$ cat config.mk
export PLATFORM = sky130hd
export DESIGN_NAME = dpll_mode_ctrl
export DESIGN_NICKNAME = d
export VERILOG_FILES = /design/src/rtl/dpll_mode_pkg.sv /design/src/rtl/dmc_rise_det.sv /design/src/rtl/dmc_fsm.sv /design/src/rtl/dmc_out_map.sv /design/src/rtl/dpll_mode_ctrl.sv
export SDC_FILE = /design/constraint.sdc
export NUM_CORES = 1
export LEC_CHECK = 0
export ABC_AREA = 1
export BUFFER_PORTS_ARGS = -buffer_cell sky130_fd_sc_hd__buf_4
export CAP_MARGIN = 15
export CELL_PAD_IN_SITES_DETAIL_PLACEMENT = 1
export CELL_PAD_IN_SITES_GLOBAL_PLACEMENT = 1
export CORE_UTILIZATION = 25
export CTS_CLUSTER_DIAMETER = 40
export DETAILED_ROUTE_END_ITERATION = 8
export HOLD_SLACK_MARGIN = 0.03
export PLACE_DENSITY = 0.65
export SLEW_MARGIN = 20
export SYNTH_ARGS = -nofsm -noshare
export SYNTH_HDL_FRONTEND = slang
export SYNTH_SLANG_ARGS = --single-unit
export TNS_END_PERCENT = 1
$ cat constraint.sdc
create_clock -name clk_i -period 1.2 [get_ports clk_i]
set_clock_uncertainty 0.15 [all_clocks]
set_input_delay 0.24 -clock clk_i [delete_from_list [all_inputs] [get_ports clk_i]]
set_output_delay 0.24 -clock clk_i [all_outputs]
set_load 0.05 [all_outputs]
$ cat src/rtl/dpll_mode_pkg.sv
package dpll_mode_pkg;

    localparam int MODE_W = 3;
    localparam int SEL_W  = 2;

    typedef enum logic [MODE_W-1:0] {
        MD_RESET = 3'd0,
        MD_FREE  = 3'd1,
        MD_HOLD  = 3'd2,
        MD_NORM  = 3'd3,
        MD_AUTO  = 3'd4
    } mode_t;

    localparam logic [SEL_W-1:0] SEL_NORMAL = 2'b00;
    localparam logic [SEL_W-1:0] SEL_HOLD   = 2'b01;
    localparam logic [SEL_W-1:0] SEL_FREE   = 2'b10;
    localparam logic [SEL_W-1:0] SEL_RSVD   = 2'b11;

endpackage

$ cat src/rtl/dmc_rise_det.sv
module dmc_rise_det #(
    parameter int W = 1
) (
    input  logic         clk_i,
    input  logic         rst_n_i,
    input  logic [W-1:0] sig_i,
    output logic [W-1:0] rise_o
);

    typedef struct packed {
        logic [W-1:0] prev;
    } det_t;

    det_t cur_q, nxt_d;

    always_comb begin
        nxt_d      = cur_q;
        nxt_d.prev = sig_i;
    end

    always_ff @(posedge clk_i or negedge rst_n_i) begin
        if (!rst_n_i) cur_q <= '0;
        else          cur_q <= nxt_d;
    end

    assign rise_o = sig_i & ~cur_q.prev;

endmodule

$ cat src/rtl/dmc_fsm.sv
module dmc_fsm
    import dpll_mode_pkg::*;
(
    input  logic             clk_i,
    input  logic             rst_n_i,
    input  logic [SEL_W-1:0] sel_i,
    input  logic             chg_i,
    input  logic             ref_ok_i,
    input  logic             lock_i,
    input  logic             rec_dis_i,
    input  logic             rel_rise_i,
    output mode_t            state_o
);

    typedef struct packed {
        mode_t state;
    } fsm_t;

    fsm_t cur_q, nxt_d;
    logic acq_ok, rec_ok;

    // holdover may only finish acquisition with a usable, locked reference
    assign acq_ok = (sel_i == SEL_NORMAL) && ref_ok_i && lock_i && !chg_i;
    // recovery from automatic holdover: reference back, optional manual release
    assign rec_ok = (sel_i == SEL_NORMAL) && ref_ok_i && (!rec_dis_i || rel_rise_i);

    always_comb begin
        nxt_d = cur_q;
        if (cur_q.state == MD_RESET) begin
            nxt_d.state = MD_FREE;
        end else if (sel_i == SEL_FREE) begin
            nxt_d.state = MD_FREE;
        end else if (sel_i == SEL_RSVD) begin
            nxt_d.state = cur_q.state;
        end else begin
            unique case (cur_q.state)
                MD_FREE: nxt_d.state = MD_HOLD;
                MD_HOLD: if (acq_ok) nxt_d.state = MD_NORM;
                MD_NORM: begin
                    if (chg_i || sel_i == SEL_HOLD) nxt_d.state = MD_HOLD;
                    else if (!ref_ok_i)              nxt_d.state = MD_AUTO;
                end
                MD_AUTO: begin
                    if (chg_i)       nxt_d.state = MD_HOLD;
                    else if (rec_ok) nxt_d.state = MD_NORM;
                end
                default: nxt_d.state = MD_FREE;
            endcase
        end
    end

    always_ff @(posedge clk_i or negedge rst_n_i) begin
        if (!rst_n_i) cur_q <= '{state: MD_RESET};
        else          cur_q <= nxt_d;
    end

    assign state_o = cur_q.state;

endmodule

$ cat src/rtl/dmc_out_map.sv
module dmc_out_map
    import dpll_mode_pkg::*;
(
    input  mode_t              state_i,
    output logic [MODE_W-1:0]  mode_o,
    output logic               lock_o,
    output logic               track_en_o,
    output logic               freeze_en_o
);

    always_comb begin
        mode_o      = state_i;
        lock_o      = 1'b0;
        track_en_o  = 1'b0;
        freeze_en_o = 1'b0;
        case (state_i)
            MD_NORM: begin
                lock_o     = 1'b1;
                track_en_o = 1'b1;
            end
            MD_HOLD, MD_AUTO: freeze_en_o = 1'b1;
            default: ;
        endcase
    end

endmodule

$ cat src/rtl/dpll_mode_ctrl.sv
module dpll_mode_ctrl
    import dpll_mode_pkg::*;
(
    input  logic              clk_i,
    input  logic              rst_n_i,
    input  logic [SEL_W-1:0]  mode_sel_i,
    input  logic              ref_chg_i,
    input  logic              ref_valid_i,
    input  logic              loop_lock_i,
    input  logic              auto_rec_dis_i,
    input  logic              hold_rel_i,
    output logic [MODE_W-1:0] mode_o,
    output logic              lock_o,
    output logic              track_en_o,
    output logic              freeze_en_o
);

    logic  rel_rise;
    mode_t state;

    dmc_rise_det #(.W(1)) u_rel (
        .clk_i   (clk_i),
        .rst_n_i (rst_n_i),
        .sig_i   (hold_rel_i),
        .rise_o  (rel_rise)
    );

    dmc_fsm u_fsm (
        .clk_i      (clk_i),
        .rst_n_i    (rst_n_i),
        .sel_i      (mode_sel_i),
        .chg_i      (ref_chg_i),
        .ref_ok_i   (ref_valid_i),
        .lock_i     (loop_lock_i),
        .rec_dis_i  (auto_rec_dis_i),
        .rel_rise_i (rel_rise),
        .state_o    (state)
    );

    dmc_out_map u_out (
        .state_i     (state),
        .mode_o      (mode_o),
        .lock_o      (lock_o),
        .track_en_o  (track_en_o),
        .freeze_en_o (freeze_en_o)
    );

endmodule

==> impl_metrics.json <==
{
  "status": "finished, violations left",
  "violations": "negative setup slack",
  "seq_area_frac_synth_pct": 26.9,
  "fin_cells": 112,
  "fp.dieArea_mm2": 0.00164,
  "fill_cells": 180,
  "fmax_ghz": 0.640,
  "grt_pass1_vias": 487,
  "maxCapViolCount": 0,
  "cts_tree": "built",
  "clock_path_buffers": 2,
  "synth.cell_area_um2": 372,
  "finalMaxSlewViolations": 0,
  "clock_latency_ps": 240,
  "clkTransAtPathRegs_ps": 40,
  "critPathKind": "flop to output port",
  "synth_seq_cells": 4,
  "drt-pass1-iter-count": 2,
  "drc": 0,
  "die_h_um": 40.6,
  "period_share_pct": 130,
  "drive_gt1_share_pct": 51.5,
  "syn_area_per_cell_um2": 5.72,
  "grt_max_degree": 7,
  "grt_use_total_pct": 19.0,
  "start_util_pct": 27.9,
  "power_mw": 1.82,
  "drtIter0Drc": 2,
  "setup.worst_path.start_class": "flop",
  "vdd_drop_max_uv": 1110,
  "die_w_um": 40.6,
  "syn_nets": 74,
  "drt-vias-per-instance": 4.60,
  "cts-root-buf": "clkbuf_4",
  "hold_path_class": "input pin to asynchronous set/reset pin",
  "min_period_ps": 1560,
  "nNetsFinal": 107,
  "vias": 515,
  "placed_cells": 101,
  "detail-route-antenna-nets": 0,
  "synth_warnings": 0,
  "finalSetupViolCount": 9,
  "synth_cell_types": 14,
  "post_drt_wl_per_cell_um": 11.7,
  "path_max_fanout": 3,
  "port_buffers": 14,
  "gp_congestion": 0.857,
  "p_leak_nw": 0.378,
  "hold_violations": 0,
  "required_ps": 810,
  "rows": 13,
  "core_area_mm2": 0.00133,
  "cts.sinks": 4,
  "worstMarginPinSlew_ps": 207,
  "routed_wl_um": 1310,
  "antenna_found_initial": 0,
  "grt_pass1_wl_um": 1970,
  "end_kind": "output port",
  "rsz0062_at_grt": "yes",
  "holdWs_ps": 175,
  "io-pin-count": 15,
  "h-tree-depth": 1,
  "relSlewSlack_pct": 86.1,
  "powerDensity_mw_per_mm2": 2540,
  "synthCells": 65,
  "worst_slack_ps": -362,
  "crit_arrival_ps": 1170,
  "dpl.hpwl_um": 952,
  "antenna_cells": 0,
  "grt-ovfl-total": 0,
  "synthToLayoutAreaGrowth_pct": 93.3,
  "cts_made_buffers": 3
}
## worst max-delay path: stages (launching register included)
cell and delay (ps):
dfrtp_2 440, buf_6 130, nand3_4 80, clkinvlp_4 120, buf_8 160
## cells in the mapped netlist, drive strengths merged
| cell | n | area share, % |
|---|---|---|
| inv | 12 | 12 |
| nand2 | 21 | 22 |
| a21oi | 2 | 2.7 |
| nand4 | 3 | 5.1 |
| nor3 | 2 | 2.7 |
| dfrtp | 4 | 27 |
| o21ai | 2 | 2.7 |
| nor2 | 9 | 10 |
| buf | 1 | 2.0 |
| nand3 | 9 | 13 |
## final cells by class
cell class | instances | area (µm²) | share of cell area (%)
Clock buffer | 4 | 26.3 | 3.66
Inverter | 12 | 51.3 | 7.14
Multi-Input combinational cell | 48 | 258 | 35.9
Sequential cell | 4 | 104 | 14.5
Tap cell | 15 | 18.8 | 2.61
Timing Repair Buffer | 29 | 260 | 36.2
## logic make-up (layout without fill, tap and decap cells)
kind of cell | after synthesis | count (layout) | synth area share (%)
buf+inv | 13 | 45 | 14.1
flops | 4 | 4 | 26.9
simple gates | 44 | 44 | 53.5
compound gates | 4 | 4 | 5.39
## placed cells by master, fill, tap and decap left out, types with 3 or more instances in the layout
cell / instances
buf_4: 19
buf_6: 6
clkbuf_4: 3
dfrtp_2: 3
inv_1: 7
inv_2: 3
nand2_1: 17
nand2_2: 4
nand3_1: 6
nand4_1: 3
nor2_1: 5
nor2_2: 3
## timing repair
action                                  in CTS  in global routing
endpoints found under the hold margin        5                  0
setup buffers                                3                  2
pin swaps                                    0                  7
hold buffers                                 2                  0
endpoints found under the setup margin       9                  9
resized for setup                           13                  7
## sequential cells by signal, indices dropped and copies added (netlist names)
name / flops
u_fsm.state_o: 3
u_rel.cur_q: 1
## final timing paths
| check | from | to | slack [ps] | cells past startpoint |
|---|---|---|---|---|
| max | u_fsm.state_o[0]$_DFFE_PN0P_ | lock_o | -360 | 4 |
| max reg2reg | u_fsm.state_o[0]$_DFFE_PN0P_ | u_fsm.state_o[2]$_DFFE_PN0P_ | -290 | 8 |
| min in group clk_i | ref_chg_i | u_fsm.state_o[2]$_DFFE_PN0P_ | 330 | 6 |
| min reg2reg | u_fsm.state_o[2]$_DFFE_PN0P_ | u_fsm.state_o[2]$_DFFE_PN0P_ | 520 | 3 |
| min | rst_n_i | u_fsm.state_o[0]$_DFFE_PN0P_ | 170 | 2 |
| max in group asynchronous | rst_n_i | u_fsm.state_o[2]$_DFFE_PN0P_ | 600 | 2 |
## report_power, final
group | internal, mW | switching, mW
Sequential | 0.189 | 0.0763
Clock | 0.125 | 0.0620
Combinational | 0.580 | 0.789
## stage by stage
stage	area [µm²]	setup slack (ps)	setup TNS, ps	utilization (%)
6_report	718	-362	-2430	53.8
5_1_grt	718	-392	-2840	53.8
4_1_cts	683	-351	-2510	51.2
3_5_place_dp	564	-181	-943	42.3
3_3_place_gp	564	-211	-1030	42.3
2_1_floorplan	395	-442	-1650	-
## metal layers
| metal | routed length, µm | global-route usage [%] |
|---|---|---|
| met5 | 0 | 0 |
| met4 | 21 | 10.0 |
| met2 | 668 | 32.1 |
| met1 | 595 | 22.6 |
| met3 | 21 | 3.33 |
No activity file was read; power rests on OpenSTA's default activity.
